<file path="src/rtl/gpio_port_pkg.sv">
package gpio_port_pkg;

  typedef enum logic [1:0] {
    GP_REG_DATA = 2'd0,
    GP_REG_DIR  = 2'd1,
    GP_REG_BSET = 2'd2,
    GP_REG_BCLR = 2'd3
  } gp_reg_e;

  typedef enum logic [1:0] {
    GP_OP_NONE,
    GP_OP_LOAD,
    GP_OP_SET,
    GP_OP_CLR
  } gp_latch_op_e;

endpackage

</file>
<file path="src/rtl/gpio_sync.sv">
module gpio_sync #(
  parameter int WIDTH  = 8,
  parameter int STAGES = 2
) (
  input  logic             clk,
  input  logic             rst_n,
  input  logic [WIDTH-1:0] d_async,
  output logic [WIDTH-1:0] d_sync
);

  logic [WIDTH-1:0] stage_q [STAGES];

  genvar s;
  generate
    for (s = 0; s < STAGES; s++) begin : g_stage
      if (s == 0) begin : g_first
        always_ff @(posedge clk or negedge rst_n) begin
          if (!rst_n) stage_q[s] <= '1;
          else        stage_q[s] <= d_async;
        end
      end else begin : g_next
        always_ff @(posedge clk or negedge rst_n) begin
          if (!rst_n) stage_q[s] <= '1;
          else        stage_q[s] <= stage_q[s-1];
        end
      end
    end
  endgenerate

  assign d_sync = stage_q[STAGES-1];

endmodule

</file>
<file path="src/rtl/gpio_regs.sv">
module gpio_regs
  import gpio_port_pkg::*;
#(
  parameter int WIDTH = 8
) (
  input  logic             clk,
  input  logic             rst_n,
  input  logic             bus_sel,
  input  logic             bus_wr,
  input  logic [1:0]       bus_addr,
  input  logic [WIDTH-1:0] bus_wdata,
  input  logic [WIDTH-1:0] pad_sync,
  output logic [WIDTH-1:0] latch_q,
  output logic [WIDTH-1:0] dir_q,
  output logic [WIDTH-1:0] bus_rdata
);

  // mixed view: pad for inputs, latch for outputs
  function automatic logic [WIDTH-1:0] port_view(
    input logic [WIDTH-1:0] dir,
    input logic [WIDTH-1:0] pad,
    input logic [WIDTH-1:0] lat
  );
    return (dir & pad) | (~dir & lat);
  endfunction

  // one-hot mask of a bit index; zero when out of range
  function automatic logic [WIDTH-1:0] index_mask(input logic [WIDTH-1:0] idx);
    logic [WIDTH-1:0] m;
    m = '0;
    for (int k = 0; k < WIDTH; k++) m[k] = (idx == WIDTH'(k));
    return m;
  endfunction

  gp_latch_op_e     latch_op;
  logic             latch_we;
  logic             dir_we;
  logic [WIDTH-1:0] view;
  logic [WIDTH-1:0] bit_mask;
  logic [WIDTH-1:0] latch_nxt;
  gp_reg_e          reg_sel;

  assign reg_sel  = gp_reg_e'(bus_addr);
  assign view     = port_view(dir_q, pad_sync, latch_q);
  assign bit_mask = index_mask(bus_wdata);
  assign dir_we   = bus_sel && bus_wr && (reg_sel == GP_REG_DIR);

  always_comb begin
    latch_op = GP_OP_NONE;
    if (bus_sel && bus_wr) begin
      case (reg_sel)
        GP_REG_DATA: latch_op = GP_OP_LOAD;
        GP_REG_BSET: latch_op = (|bit_mask) ? GP_OP_SET : GP_OP_NONE;
        GP_REG_BCLR: latch_op = (|bit_mask) ? GP_OP_CLR : GP_OP_NONE;
        default:     latch_op = GP_OP_NONE;
      endcase
    end
  end

  always_comb begin
    case (latch_op)
      GP_OP_LOAD: latch_nxt = bus_wdata;
      GP_OP_SET:  latch_nxt = view | bit_mask;
      GP_OP_CLR:  latch_nxt = view & ~bit_mask;
      default:    latch_nxt = latch_q;
    endcase
  end

  assign latch_we = (latch_op != GP_OP_NONE);

  always_ff @(posedge clk or negedge rst_n) begin
    if (!rst_n) begin
      latch_q <= '1;
      dir_q   <= '1;
    end else begin
      if (latch_we) latch_q <= latch_nxt;
      if (dir_we)   dir_q   <= bus_wdata;
    end
  end

  always_comb begin
    case (reg_sel)
      GP_REG_DATA: bus_rdata = view;
      GP_REG_DIR:  bus_rdata = dir_q;
      default:     bus_rdata = '0;
    endcase
  end

  a_r4_latch_hold: assert property (@(posedge clk) disable iff (!rst_n)
    !latch_we |=> $stable(latch_q));

  a_r5_set_bit: assert property (@(posedge clk) disable iff (!rst_n)
    (latch_op == GP_OP_SET) |=> ((latch_q & $past(bit_mask)) == $past(bit_mask)));

  a_r6_clear_bit: assert property (@(posedge clk) disable iff (!rst_n)
    (latch_op == GP_OP_CLR) |=> ((latch_q & $past(bit_mask)) == '0));

  a_r4_dir_hold: assert property (@(posedge clk) disable iff (!rst_n)
    !dir_we |=> $stable(dir_q));

endmodule

</file>
<file path="src/rtl/gpio_pad_mux.sv">
module gpio_pad_mux #(
  parameter int WIDTH   = 8,
  parameter int PFD_BIT = 3
) (
  input  logic [WIDTH-1:0] dir_q,
  input  logic [WIDTH-1:0] latch_q,
  input  logic             pfd_opt,
  input  logic             pfd_in,
  output logic [WIDTH-1:0] pad_out,
  output logic [WIDTH-1:0] pad_oe
);

  genvar i;
  generate
    for (i = 0; i < WIDTH; i++) begin : g_line
      assign pad_oe[i] = ~dir_q[i];
      if (i == PFD_BIT) begin : g_pfd
        // latch bit gates the timer signal when shared
        assign pad_out[i] = pfd_opt ? (latch_q[i] & pfd_in) : latch_q[i];
      end else begin : g_plain
        assign pad_out[i] = latch_q[i];
      end
    end
  endgenerate

  always_comb begin
    if (pfd_opt && !latch_q[PFD_BIT] && !dir_q[PFD_BIT])
      a_r7_pfd_gated_low: assert (pad_out[PFD_BIT] == 1'b0);
    if (dir_q[PFD_BIT])
      a_r9_pfd_input_undriven: assert (pad_oe[PFD_BIT] == 1'b0);
  end

endmodule

</file>
<file path="src/rtl/gpio_wake.sv">
module gpio_wake #(
  parameter int WIDTH = 8
) (
  input  logic             clk,
  input  logic             rst_n,
  input  logic [WIDTH-1:0] dir_q,
  input  logic [WIDTH-1:0] pad_sync,
  input  logic             wake_en,
  output logic             wake_req
);

  logic [WIDTH-1:0] prev_q;
  logic [WIDTH-1:0] fall_lines;
  logic             fall_evt;

  assign fall_lines = prev_q & ~pad_sync & dir_q;
  assign fall_evt   = wake_en && (|fall_lines);

  always_ff @(posedge clk or negedge rst_n) begin
    if (!rst_n) begin
      prev_q   <= '1;
      wake_req <= 1'b0;
    end else begin
      prev_q   <= pad_sync;
      wake_req <= fall_evt;
    end
  end

  a_r11_wake_needs_enable: assert property (@(posedge clk) disable iff (!rst_n)
    wake_req |-> $past(wake_en));

  a_r11_wake_needs_input: assert property (@(posedge clk) disable iff (!rst_n)
    wake_req |-> $past(|dir_q));

  a_r10_wake_needs_fall: assert property (@(posedge clk) disable iff (!rst_n)
    $rose(wake_req) |-> $past(|(prev_q & ~pad_sync)));

endmodule

</file>
<file path="src/rtl/gpio_port_pfd.sv">
module gpio_port_pfd #(
  parameter int WIDTH       = 8,
  parameter int PFD_BIT     = 3,
  parameter int SYNC_STAGES = 2
) (
  input  logic             clk,
  input  logic             rst_n,
  input  logic             bus_sel,
  input  logic             bus_wr,
  input  logic [1:0]       bus_addr,
  input  logic [WIDTH-1:0] bus_wdata,
  output logic [WIDTH-1:0] bus_rdata,
  input  logic             pfd_opt,
  input  logic             pfd_in,
  input  logic             wake_en,
  input  logic [WIDTH-1:0] pad_in,
  output logic [WIDTH-1:0] pad_out,
  output logic [WIDTH-1:0] pad_oe,
  output logic             wake_req
);

  logic [WIDTH-1:0] pad_sync;
  logic [WIDTH-1:0] latch_q;
  logic [WIDTH-1:0] dir_q;

  gpio_sync #(.WIDTH(WIDTH), .STAGES(SYNC_STAGES)) u_sync (
    .clk(clk), .rst_n(rst_n), .d_async(pad_in), .d_sync(pad_sync)
  );

  gpio_regs #(.WIDTH(WIDTH)) u_regs (
    .clk(clk), .rst_n(rst_n), .bus_sel(bus_sel), .bus_wr(bus_wr),
    .bus_addr(bus_addr), .bus_wdata(bus_wdata), .pad_sync(pad_sync),
    .latch_q(latch_q), .dir_q(dir_q), .bus_rdata(bus_rdata)
  );

  gpio_pad_mux #(.WIDTH(WIDTH), .PFD_BIT(PFD_BIT)) u_mux (
    .dir_q(dir_q), .latch_q(latch_q), .pfd_opt(pfd_opt), .pfd_in(pfd_in),
    .pad_out(pad_out), .pad_oe(pad_oe)
  );

  gpio_wake #(.WIDTH(WIDTH)) u_wake (
    .clk(clk), .rst_n(rst_n), .dir_q(dir_q), .pad_sync(pad_sync),
    .wake_en(wake_en), .wake_req(wake_req)
  );

  a_r2_oe_tracks_dir: assert property (@(posedge clk) disable iff (!rst_n)
    (bus_sel && bus_wr && bus_addr == 2'd1) |=> (pad_oe == ~$past(bus_wdata)));

  a_r8_pfd_off_plain: assert property (@(posedge clk) disable iff (!rst_n)
    (!pfd_opt && $stable(pfd_opt) && $stable(latch_q)) |-> $stable(pad_out));

endmodule

</file>
<file path="config.mk">
export PLATFORM = sky130hd
export DESIGN_NAME = gpio_port_pfd
export DESIGN_NICKNAME = d
export VERILOG_FILES = /design/src/rtl/gpio_port_pkg.sv /design/src/rtl/gpio_sync.sv /design/src/rtl/gpio_regs.sv /design/src/rtl/gpio_pad_mux.sv /design/src/rtl/gpio_wake.sv /design/src/rtl/gpio_port_pfd.sv
export SDC_FILE = /design/constraint.sdc
export NUM_CORES = 1
export LEC_CHECK = 0
export ABC_AREA = 0
export BUFFER_PORTS_ARGS = -buffer_cell sky130_fd_sc_hd__buf_2
export CAP_MARGIN = 20
export CORE_ASPECT_RATIO = 1.5
export CORE_UTILIZATION = 47
export DETAILED_ROUTE_END_ITERATION = 8
export HOLD_SLACK_MARGIN = 0.1
export PLACE_DENSITY = 0.86
export SETUP_SLACK_MARGIN = 0.5
export SLEW_MARGIN = 20
export SYNTH_ARGS = -nofsm -noshare
export SYNTH_HDL_FRONTEND = slang
export SYNTH_HIERARCHICAL = 1
export SYNTH_SLANG_ARGS = --single-unit
</file>
<file path="constraint.sdc">
create_clock -name clk -period 1.1 [get_ports clk]
set_input_delay 0.055 -clock clk [delete_from_list [all_inputs] [get_ports clk]]
set_output_delay 0.055 -clock clk [all_outputs]
set_load 0.05 [all_outputs]
</file>
== Word level (Yosys, flattened, before mapping) ==
Cells that the tools add are included.
W data, S select, Z words.
Cells by class
  bitwise operators: 19
  muxes and demuxes: 7
  reductions and logical operators: 10
  equality and inequality tests: 13
Operators by type and width (count)
  $and A8 B8 Y8: 5
  $eq A8 B3 Y1 const B: 4
  $not A8 Y8: 3
  $pmux W8 S3: 1
  $eq A8 B2 Y1 const B: 2
  $or A8 B8 Y8: 2
  $pmux W8 S2: 1
  $reduce_or A8 Y1: 2
  $eq A2 B2 Y1 const B: 4
  $eq A8 B1 Y1 const B: 1
  $logic_not A8 Y1: 1
  $not A1 Y1: 8
  $mux W2: 3
  $pmux W2 S3: 1
  $eq A2 B1 Y1 const B: 2
  $logic_and A1 B1 Y1: 3
  $reduce_bool A3 Y1: 1
  $logic_not A2 Y1: 1
  $reduce_and A2 Y1: 1
  $reduce_bool A2 Y1: 1
  $and A1 B1 Y1: 1
  $mux W1: 1
Storage, ports and cells
  logic and storage cells: 55
  output and inout port bits: 25
  input port bits: 25
  register bits: 41

== Longest topological paths before layout ==
Gate-level depths: netlist of the first run.
  depth after elaboration: 8
  mapped depth: 5
  gate-level depth less buffers: 4

== By module ==
The synthesis of the first run kept the hierarchy.
By module, submodules not included
  gpio_regs: area an instance 1121.1 um^2, instances 1, cells an instance 132, seq. area each 420.4 um^2
  gpio_sync: area an instance 480.5 um^2, instances 1, cells an instance 24, seq. area each 420.4 um^2
  gpio_wake: area an instance 304.0 um^2, instances 1, cells an instance 22, seq. area each 235.2 um^2
  gpio_pad_mux: area an instance 93.8 um^2, instances 1, cells an instance 17, seq. area each 0.0 um^2

== Worst setup path after synthesis of the first run ==
Ideal clock, no wire load.
  path type: flip-flop to output port
  start point: reg u_sync.stage_q, in the netlist u_sync/d_sync[3]
  end point: out bus_rdata[3]
  path buffers: 1
  arrival: 1.454 ns
  data required time: 1.045 ns
  path slack: -0.409 ns
  cell stages (with the launch flop): 6
  cells stage by stage: dfstp_2 > buf_4 > mux2i_1 > nor2_1 > a21oi_1 > nor2_1
Between the ends
  word-level cells in the longest chain between the ends: 3
RTL lines
  from (decl): RTL line gpio_sync.sv:11  | logic [WIDTH-1:0] stage_q [STAGES];
  from (signal, indexed assignment): RTL line gpio_sync.sv:24  | else stage_q[s] <= stage_q[s-1];
  $and A8 B8 Y8: RTL line gpio_regs.sv:24  | return (dir & pad) | (~dir & lat);
  $or A8 B8 Y8: RTL line gpio_regs.sv:24
  $pmux W8 S2: RTL line gpio_regs.sv:82  | case (reg_sel)
  to (decl): RTL line gpio_port_pfd.sv:12  | output logic [WIDTH-1:0] bus_rdata,
No other way between the ends.

== Worst setup path after layout of the first run ==
  start point: reg u_regs.dir_q[5]
  end point: out bus_rdata[5]
Between the ends
  word-level cells in the longest chain between the ends: 4
  elaborated cells between the ends (all ways): 5
  classes of those cells: 1 x mux; 4 x bitwise
RTL lines
  from (decl): RTL line gpio_regs.sv:14  | output logic [WIDTH-1:0] dir_q,
  from (signal assigned): RTL line gpio_regs.sv:77  | if (dir_we) dir_q <= bus_wdata;
  $not A8 Y8: RTL line gpio_regs.sv:24
  $and A8 B8 Y8: RTL line gpio_regs.sv:24
  $or A8 B8 Y8: RTL line gpio_regs.sv:24
  $pmux W8 S2 *: RTL line gpio_regs.sv:82
Mark *: on every way between the ends. The rest lies on a longest branch, timed or not.

==> results.txt, run 1 <==
Final hold vios: 10
CP required: 1.04 ns
Multiplexer share of the synthesized area: 0.06821
Place WS: -0.3134 ns
Average routed wire per standard cell: 31.61 microns
Chip width: 55.26 microns
DRC: 0
Initial core utilization: 0.5006
Critical setup path kind: reg -> out
Worst-path fanout max: 2
Number of placement rows: 28
Max cap viols: 0
Iteration-0 DRC count of the detailed router: 295
Number of vias per cell: 6.790
Clock Latency Late Sink: 0.30 ns
RSZ-0062 raised after global routing: yes
Fraction of the mapped netlist area in adder cells: 0
Final WS setup: -0.6167 ns
Final core utilization: 0.9665
Warnings, synthesis: 6
Nets: 350
Final critical-path share of the clock period: 1.561
Netlist Area Pre-Place: 1999 sq um
Share of layout cells above drive strength 1: 0.7945
Hold WS: -0.1208 ns
Final setup viols: 38
Worst Tran Pin Value: 0.6701 ns
#FFs+latches synth: 41
Core area: 3994 sq um
FMAX: 582.5 MHz
Net Switching: 2.635 mW
Synth Net Count: 220
DR vias: 2519
Ant diodes: 0
Overall Global Routing Usage: 0.3476
Status: finished with violations
Largest net degree at the start of global routing: 24
Clk buf depth: 2
Placed inst area: 2706 sq um
CTS tree: built
Sequential area share after synthesis: 0.5382
Worst clock skew: 0.01236 ns
Vias in the first global route: 2180
Cells after Synth: 195
Inserted Clock Buffers: 5
Max IR drop VDD: 2.418 mV
CP cell instances: mux2i_2 -> nor2_1 -> a21oi_2 -> nor2_4 -> buf_6
Synth Area in Simple Gates: 0.1627
Port bufs: 49
Hold WC Path Type: in -> async
Chip Height: 81.88 microns
Commonest non-fill, non-tap cells in the layout: 64 x buf_6, 40 x dfstp_2, 39 x buf_4
Crit path launch type: register
GPL Wtd Cong: 0.8753
Post-layout min period: 1.717 ns
Slowest cell on crit path: dfstp_2
Comb power frac: 0.507
DRT antenna net count: 0
Final-report max-slew violation count: 0
Total routed wirelength: 11730 microns
I/O Pins: 50
Commonest non-fill, non-tap cell in the layout: buf_6
Reg clk slew, reported paths: 0.09 ns
Global-route wire length before repair: 11550 microns
Sw Share: 0.3721
Clock power share: 0.210
CTS Root Buffer Type: clkbuf_8
Syn avg cell area: 10.25 sq um
Failing checks: hold timing, setup timing
Slew HR: 0.5498
Synth Area in Compound Gates: 0.1289
Leak Pwr: 1.687 nW
Filler cells: 75
Grt total ovfl: 0
TNS Setup: -11.64 ns
Sink Count: 41
Combinational family with the most area after synthesis: simple AND/OR/NAND/NOR gates
Pre-antenna DRT Iters: 7
Full die area: 4524 sq um
Hold Buf Count CTS: 8
Antenna violations before repair: 0
Pwr/cell area: 1835 nW/um^2
CP peak stage delay: 0.57 ns
Synth unique cells: 38
Synth Area in XOR/XNOR: 0
R2R setup slack: -0.54 ns
Hpwl dp: 3845 microns
P&R area growth vs syn: 93.05%
Flop pwr share: 0.283
P_int: 4.446 mW
Critical path data arrival time: 1.66 ns
CP endpoint kind: primary output
H-tree Lvls: 2
Final instance area: 3860 sq um
Yosys cell counts:
cell type,number,area share
inv_1,15,0.028
nor4_1,3,0.0094
a21boi_1,1,0.0038
dfstp_2,40,0.53
nand3_1,3,0.0075
nor2b_1,2,0.0063
mux2i_1,8,0.040
a21o_2,1,0.0044
buf_2,1,0.0025
o41a_1,1,0.0056
o31ai_1,2,0.0075
nor2_1,23,0.043
a21oi_1,6,0.015
o21bai_1,1,0.0038
nand2_1,19,0.036
a311o_1,1,0.0050
and4b_1,1,0.0050
or4b_2,2,0.010
buf_4,15,0.056
or4bb_1,1,0.0056
clkbuf_1,7,0.013
nor4_2,1,0.0063
nand3b_1,2,0.0075
a22oi_1,3,0.011
mux2_2,5,0.028
nor3_1,2,0.0050
o21ai_1,2,0.0050
a31oi_1,4,0.013
o21ai_0,6,0.015
a311oi_1,3,0.013
buf_1,1,0.0019
dfrtp_1,1,0.013
nand4b_1,2,0.0088
a311oi_2,1,0.0075
o22ai_1,5,0.016
o211ai_1,1,0.0038
nor4bb_1,1,0.0050
or4_1,2,0.0075
final cells by class:
type	count	area, sq um	area share
repair buffers	147	1404	0.3637
clock buffers	5	68.82	0.01783
inverters	15	56.30	0.01459
multi-input cells	115	1132	0.2934
well taps	45	56.30	0.01459
flip-flops and latches	41	1077	0.2791
clock inverters	3	65.06	0.01686
critical path, delay by kind of cell (launching register included):
| kind | cells | cell delay (ns) |
|---|---|---|
| compound gates | 1 | 0.19 |
| flops | 1 | 0.57 |
| buf+inv | 1 | 0.15 |
| simple gates | 2 | 0.17 |
| mux | 1 | 0.28 |
state kept, by name, summed over array words and instances, names as in the netlist:
name	flops
u_regs/dir_q	8
u_regs/latch_q	8
u_sync/d_sync	8
u_sync/stage_q	8
u_wake/prev_q	8
u_wake/wake_req	1
cells by family after synthesis:
group	count (synthesis)
AO/OA/AOI/OAI	38
flip-flops	41
AND/OR/NAND/NOR	64
buffers and inverters	39
multiplexers	13
timing repair:
item	CTS	global route
endpoints found under the hold margin	55	12
endpoints found under the setup margin	49	51
pin swaps	15	10
resized for setup	117	51
buffers inserted	25	19
worst paths after layout:
kind,end,depth (start not counted),from
worst max-delay path,bus_rdata[5],5,u_regs/dir_q[5]$_DFFE_PN1P_
min in group clk,u_wake/wake_req$_DFF_PN0_,2,wake_en
worst min register to register,u_sync/d_sync[0]$_DFF_PN1_,0,u_sync/stage_q[8]$_DFF_PN1_
worst min-delay path,u_regs/latch_q[1]$_DFFE_PN1P_,1,rst_n
max in group asynchronous,u_regs/dir_q[6]$_DFFE_PN1P_,2,rst_n
worst max register to register,u_regs/latch_q[7]$_DFFE_PN1P_,9,u_regs/dir_q[7]$_DFFE_PN1P_
power groups by stage:
stage	Sequential [mW]	Clock [mW]	Combinational [mW]
2_1_floorplan	2.00	0	1.31
3_3_place_gp	1.92	0	1.88
3_5_place_dp	1.93	0	1.92
4_1_cts	1.93	1.44	2.78
5_1_grt	2.01	1.54	3.63
6_report	2.00	1.49	3.59
metal layers:
layer	vias to the layer above	GRT usage	wire, microns
li1	924	-	-
met3	138	0.05984	1250
met2	272	0.6337	5563
met5	-	0	0
met4	0	0.2225	1299
met1	1185	0.3724	3613
stage by stage:
stage / total power, mW / cells
CTS: 6.148 / 352
finish: 7.081 / 371
floorplan: 3.308 / 195
detailed placement: 3.855 / 311
global placement: 3.800 / 311
global route: 7.179 / 371
No activity file was read; power rests on OpenSTA's default activity.
==> run 2: changes to the inputs <==
==> constraint.sdc (replaced) <==
create_clock -name clk -period 1.1 [get_ports clk]
set_input_delay 0.055 -clock clk [delete_from_list [all_inputs] [get_ports clk]]
set_output_delay 0.055 -clock clk [all_outputs]
set_load 0.02 [all_outputs]
==> run 2 against run 1 <==
  * Non-clock buffer count shrank 20
  * Core utilization shrank 11 points
  * First-iteration DRC count shrank 38%
  * The run still ends with hold timing, setup timing left
  * Critical path depth is the same
  * Sequential share of layout area grew 3.5 points
  * Power shrank 23%
  * Hold slack gained 0.12 ns
  * Final cell count shrank 5.4%
  * Via count shrank 16%
  * Critical endpoint unchanged
  * Routed wire length shrank 34%
==> results.txt, run 2 (synthesis gave the netlist of run 1 again) <==
Status: finished with violations
Failing checks: hold timing, setup timing
Worst-path fanout max: 2
CP peak stage delay: 0.57 ns
Final core utilization: 0.8575
Commonest non-fill, non-tap cell in the layout: buf_6
CP required: 1.04 ns
CP endpoint kind: primary output
Max cap viols: 0
Global-route wire length before repair: 9818 microns
RSZ-0062 raised after global routing: yes
Overall Global Routing Usage: 0.2877
Number of placement rows: 28
Ant diodes: 0
Cell Count, Final, Fillers Out: 351
Clk buf depth: 2
Final hold vios: 1
Final WS setup: -0.5418 ns
Nets: 330
Total routed wirelength: 7704 microns
Core area: 3994 sq um
Commonest non-fill, non-tap cells in the layout: 54 x buf_6, 40 x dfstp_2, 38 x buf_4
Chip width: 55.26 microns
Cells after DPL: 304
Vias in the first global route: 2015
Share of layout cells above drive strength 1: 0.7418
Iteration-0 DRC count of the detailed router: 182
DR vias: 2114
Worst clock skew: 0.01466 ns
Slowest cell on crit path: dfstp_2
Final critical-path share of the clock period: 1.493
CP cell instances: mux2i_2 -> nor2_1 -> a21oi_2 -> nor2_2 -> buf_6
Clock Latency Late Sink: 0.31 ns
Pre-antenna DRT Iters: 6
Average routed wire per standard cell: 21.95 microns
Hold WS: -0.005128 ns
Reg clk slew, reported paths: 0.09 ns
Port bufs: 49
H-tree Lvls: 2
R2R setup slack: -0.37 ns
Slew HR: 0.5909
Antenna violations before repair: 0
Max IR drop VDD: 1.483 mV
Largest net degree at the start of global routing: 42
CTS Root Buffer Type: clkbuf_8
Critical setup path kind: reg -> out
Worst Tran Pin Value: 0.6081 ns
R2r startpoint: u_sync/d_sync[4]$_DFF_PN1_
Number of vias per cell: 6.023
Crit path launch type: register
Hold path startpoint: wake_en
FMAX: 609.1 MHz
Final-report max-slew violation count: 0
Final setup viols: 30
Hold Buf Count CTS: 9
Hpwl dp: 3703 microns
Initial core utilization: 0.5006
P&R area growth vs syn: 71.28%
I/O Pins: 50
CTS tree: built
Place WS: -0.3252 ns
Sink Count: 41
Leak Pwr: 1.524 nW
Critical path data arrival time: 1.59 ns
DRT antenna net count: 0
Chip Height: 81.88 microns
GPL Wtd Cong: 0.8999
Inserted Clock Buffers: 5
Pwr/cell area: 1600 nW/um^2
DRC: 0
Grt total ovfl: 0
Crit path from: u_regs/dir_q[5]$_DFFE_PN1P_
Hold WC Path Type: in -> reg
Full die area: 4524 sq um
Post-layout min period: 1.642 ns
[run 2: cell types whose count changed in the layout (fill, tap and decap cells not counted), moves of 5 or more]
| cell | delta |
|---|---|
| nor2_1 | +5 |
| buf_6 | -10 |
| nor2_4 | -8 |
| buf_8 | -10 |
[run 2: routing by layer]
layer | wire length (microns) | track usage
met2 | 3914 | 0.5217
met1 | 2696 | 0.3068
met5 | 0 | 0
met4 | 522 | 0.1750
met3 | 570 | 0.06142
[run 2: layout make-up]
type,instances,area [sq um]
tap,45,56.30
timing repair buffer,127,1129
clock inverter,1,5.005
fill,184,569.3
clock buffer,7,96.34
inverter,15,56.30
sequential,41,1076
multi-input combinational,115,1006
[run 2: metrics by stage]
stage,power (mW),setup TNS [ns],instance area [sq um]
3_3_place_gp,3.224,-2.185,2534
2_1_floorplan,2.795,-0.7870,2155
6_report,5.478,-7.914,3425
3_5_place_dp,3.270,-2.806,2534
4_1_cts,4.944,-6.147,3122
5_1_grt,5.644,-8.715,3425
[run 2: path summary, 6_finish.rpt]
path	endpoint	cells after the start
worst max register to register	u_regs/latch_q[4]$_DFFE_PN1P_	8
worst max-delay path	bus_rdata[5]	5
max in group asynchronous	u_sync/d_sync[6]$_DFF_PN1_	3
worst min-delay path	u_wake/wake_req$_DFF_PN0_	2
min in group asynchronous	u_wake/wake_req$_DFF_PN0_	3
worst min register to register	u_sync/d_sync[2]$_DFF_PN1_	0
[run 2: repair_timing]
item | CTS | global route
endpoints found under the setup margin | 50 | 50
setup buffers | 19 | 11
hold endpoints to repair | 55 | 1
pin swaps | 11 | 9
resized for setup | 79 | 50
[run 2: worst max-delay path: cells and delay by family, from the launching register on]
kind | cells | cell delay [ns]
compound gates | 1 | 0.15
buf+inv | 1 | 0.13
flops | 1 | 0.57
mux | 1 | 0.27
simple gates | 2 | 0.16
[run 2: report_power, final]
| group | internal (mW) | leakage (nW) | switching (mW) |
|---|---|---|---|
| Clock | 0.567 | 0.0542 | 0.525 |
| Combinational | 1.33 | 1.04 | 1.08 |
| Sequential | 1.81 | 0.433 | 0.168 |
==> run 3: changes to the inputs <==
--- a/config.mk
+++ b/config.mk
@@ -13,6 +13,7 @@
 export DETAILED_ROUTE_END_ITERATION = 8
 export HOLD_SLACK_MARGIN = 0.1
 export PLACE_DENSITY = 0.86
+export RECOVER_POWER = 50
 export SETUP_SLACK_MARGIN = 0.5
 export SLEW_MARGIN = 20
 export SYNTH_ARGS = -nofsm -noshare
==> run 3 against run 2 <==
  * The flow still finishes with violations (hold timing, setup timing)
  * Core utilization decreased by 0.31 points
  * Non-clock buffer count stayed put
  * Sequential share of layout area up 0.12 points
  * Count of clock-buffer cells in the layout stayed put
  * Critical path depth stayed put
  * Fmax barely moved
  * Routed wire length shrank 0.21%
  * Register-to-register slack hardly changed
  * Via count increased by 0.24%
  * Global-route usage unchanged
  * Critical path type unchanged
  * Highest routed layer unchanged
==> results.txt, run 3 (synthesis gave the netlist of run 1 again) <==
Status: finished with violations
Failing checks: hold timing, setup timing
CTS tree: built
Share of layout cells above drive strength 1: 0.7418
Clock power share: 0.200
CP peak stage delay: 0.57 ns
Leak Pwr: 1.520 nW
Number of placement rows: 28
Hpwl dp: 3703 microns
Clock Latency Late Sink: 0.31 ns
Number of vias per cell: 6.037
Full die area: 4524 sq um
CP top delay family: flip-flops
Pwr/cell area: 1603 nW/um^2
Final critical-path share of the clock period: 1.492
Final-report max-slew violation count: 0
Nets: 330
Core area: 3994 sq um
CTS Root Buffer Type: clkbuf_8
DRT antenna net count: 0
Reg clk slew, reported paths: 0.09 ns
Crit path launch type: register
Largest net degree at the start of global routing: 42
Max cap viols: 0
Sink Count: 41
Comb power frac: 0.439
Global-route wire length before repair: 9818 microns
Clk buf depth: 2
Grt total ovfl: 0
Cells after DPL: 304
Iteration-0 DRC count of the detailed router: 182
Port bufs: 49
Overall Global Routing Usage: 0.2877
H-tree Lvls: 2
Vias in the first global route: 2015
Final WS setup: -0.5414 ns
P_int: 3.701 mW
Final instance area: 3412 sq um
Post-layout min period: 1.641 ns
Pre-antenna DRT Iters: 5
Initial core utilization: 0.5006
Critical path buffer and inverter count: 1
Commonest non-fill, non-tap cells in the layout: 54 x buf_6, 40 x dfstp_2, 38 x buf_4
Worst-path fanout max: 2
Net Switching: 1.770 mW
Commonest non-fill, non-tap cell in the layout: buf_6
Flop pwr share: 0.361
Hold WC Path Type: in -> reg
DRC: 0
Total routed wirelength: 7688 microns
Final setup viols: 29
Inserted Clock Buffers: 5
Slew HR: 0.5936
Slowest cell on crit path: dfstp_2
RSZ-0062 raised after global routing: yes
Critical path data arrival time: 1.59 ns
Chip Height: 81.88 microns
Max IR drop VDD: 1.477 mV
Average routed wire per standard cell: 21.90 microns
CP endpoint kind: primary output
GPL Wtd Cong: 0.8999
Sw Share: 0.3234
Hold WS: -0.005143 ns
Cell Count, Final, Fillers Out: 351
Final hold vios: 1
P&R area growth vs syn: 70.65%
CP cell instances: mux2i_2 -> nor2_1 -> a21oi_2 -> nor2_2 -> buf_6
Hold Buf Count CTS: 9
Chip width: 55.26 microns
Worst Tran Pin Value: 0.6041 ns
CP required: 1.04 ns
DR vias: 2119
Ant diodes: 0
Antenna violations before repair: 0
FMAX: 609.2 MHz
Critical setup path kind: reg -> out
Worst clock skew: 0.01450 ns
I/O Pins: 50
Placed inst area: 2534 sq um
[run 3: cell types whose count changed in the layout (fill, tap and decap cells not counted)]
cell / delta
buf_12: -1
clkbuf_4: +1
[run 3: routing by layer]
layer	routed length, microns	up-vias	GRT usage
met4	518	0	0.1750
met5	0	-	0
li1	-	884	-
met1	2681	1040	0.3068
met2	3931	143	0.5217
met3	556	52	0.06142
[run 3: worst register-to-register path, cell delays in order (launching register included)]
cell     delay (ns)
dfstp_2        0.57
buf_6          0.11
mux2i_2        0.08
buf_4          0.15
buf_6          0.10
buf_6          0.10
nand2_2        0.06
o22ai_2        0.05
a31oi_1        0.17
[run 3: worst paths after layout]
check | depth (start not counted) | to | slack [ns] | startpoint
max | 5 | bus_rdata[5] | -0.54 | u_regs/dir_q[5]$_DFFE_PN1P_
min | 2 | u_wake/wake_req$_DFF_PN0_ | -0.005 | wake_en
max reg2reg | 8 | u_regs/latch_q[4]$_DFFE_PN1P_ | -0.37 | u_sync/d_sync[4]$_DFF_PN1_
min reg2reg | 0 | u_sync/d_sync[2]$_DFF_PN1_ | 0.36 | u_sync/stage_q[10]$_DFF_PN1_
max in group asynchronous | 3 | u_sync/d_sync[6]$_DFF_PN1_ | 0.32 | rst_n
min in group asynchronous | 3 | u_wake/wake_req$_DFF_PN0_ | 0.40 | rst_n
[run 3: repair_timing]
item | in CTS | in global routing
pin swaps | 11 | 9
gates resized for setup | 79 | 50
endpoints found under the setup margin | 50 | 50
cloned | 0 | 0
endpoints found under the hold margin | 55 | 1
buffers inserted | 19 | 11
[run 3: final cells by class]
| class | instances | area, sq um |
|---|---|---|
| timing repair buffer | 127 | 1116 |
| sequential | 41 | 1076 |
| multi-input combinational | 115 | 1006 |
| fill | 186 | 581.8 |
| clock buffer | 7 | 96.34 |
| inverter | 15 | 56.30 |
| tap | 45 | 56.30 |
| clock inverter | 1 | 5.005 |
[run 3: metrics by stage]
step / hold slack [ns] / power [mW] / worst slack (ns) / setup TNS, ns / utilization
2_1_floorplan: -0.2406 / 2.795 / -0.1495 / -0.7870 / -
3_3_place_gp: 0.03526 / 3.224 / -0.2446 / -2.185 / 0.6344
3_5_place_dp: 0.03758 / 3.270 / -0.3252 / -2.806 / 0.6344
4_1_cts: -0.006122 / 4.944 / -0.4375 / -6.147 / 0.7816
5_1_grt: -0.0001209 / 5.637 / -0.5587 / -8.715 / 0.8543
6_report: -0.005143 / 5.471 / -0.5414 / -7.913 / 0.8543
[run 3: power by group through the flow]
stage	Clock, mW	Combinational (mW)	Sequential [mW]
floorplan	0	0.822	1.97
global placement	0	1.29	1.93
detailed placement	0	1.32	1.94
CTS	1.08	1.92	1.94
global route	1.15	2.49	1.99
finish	1.09	2.40	1.98
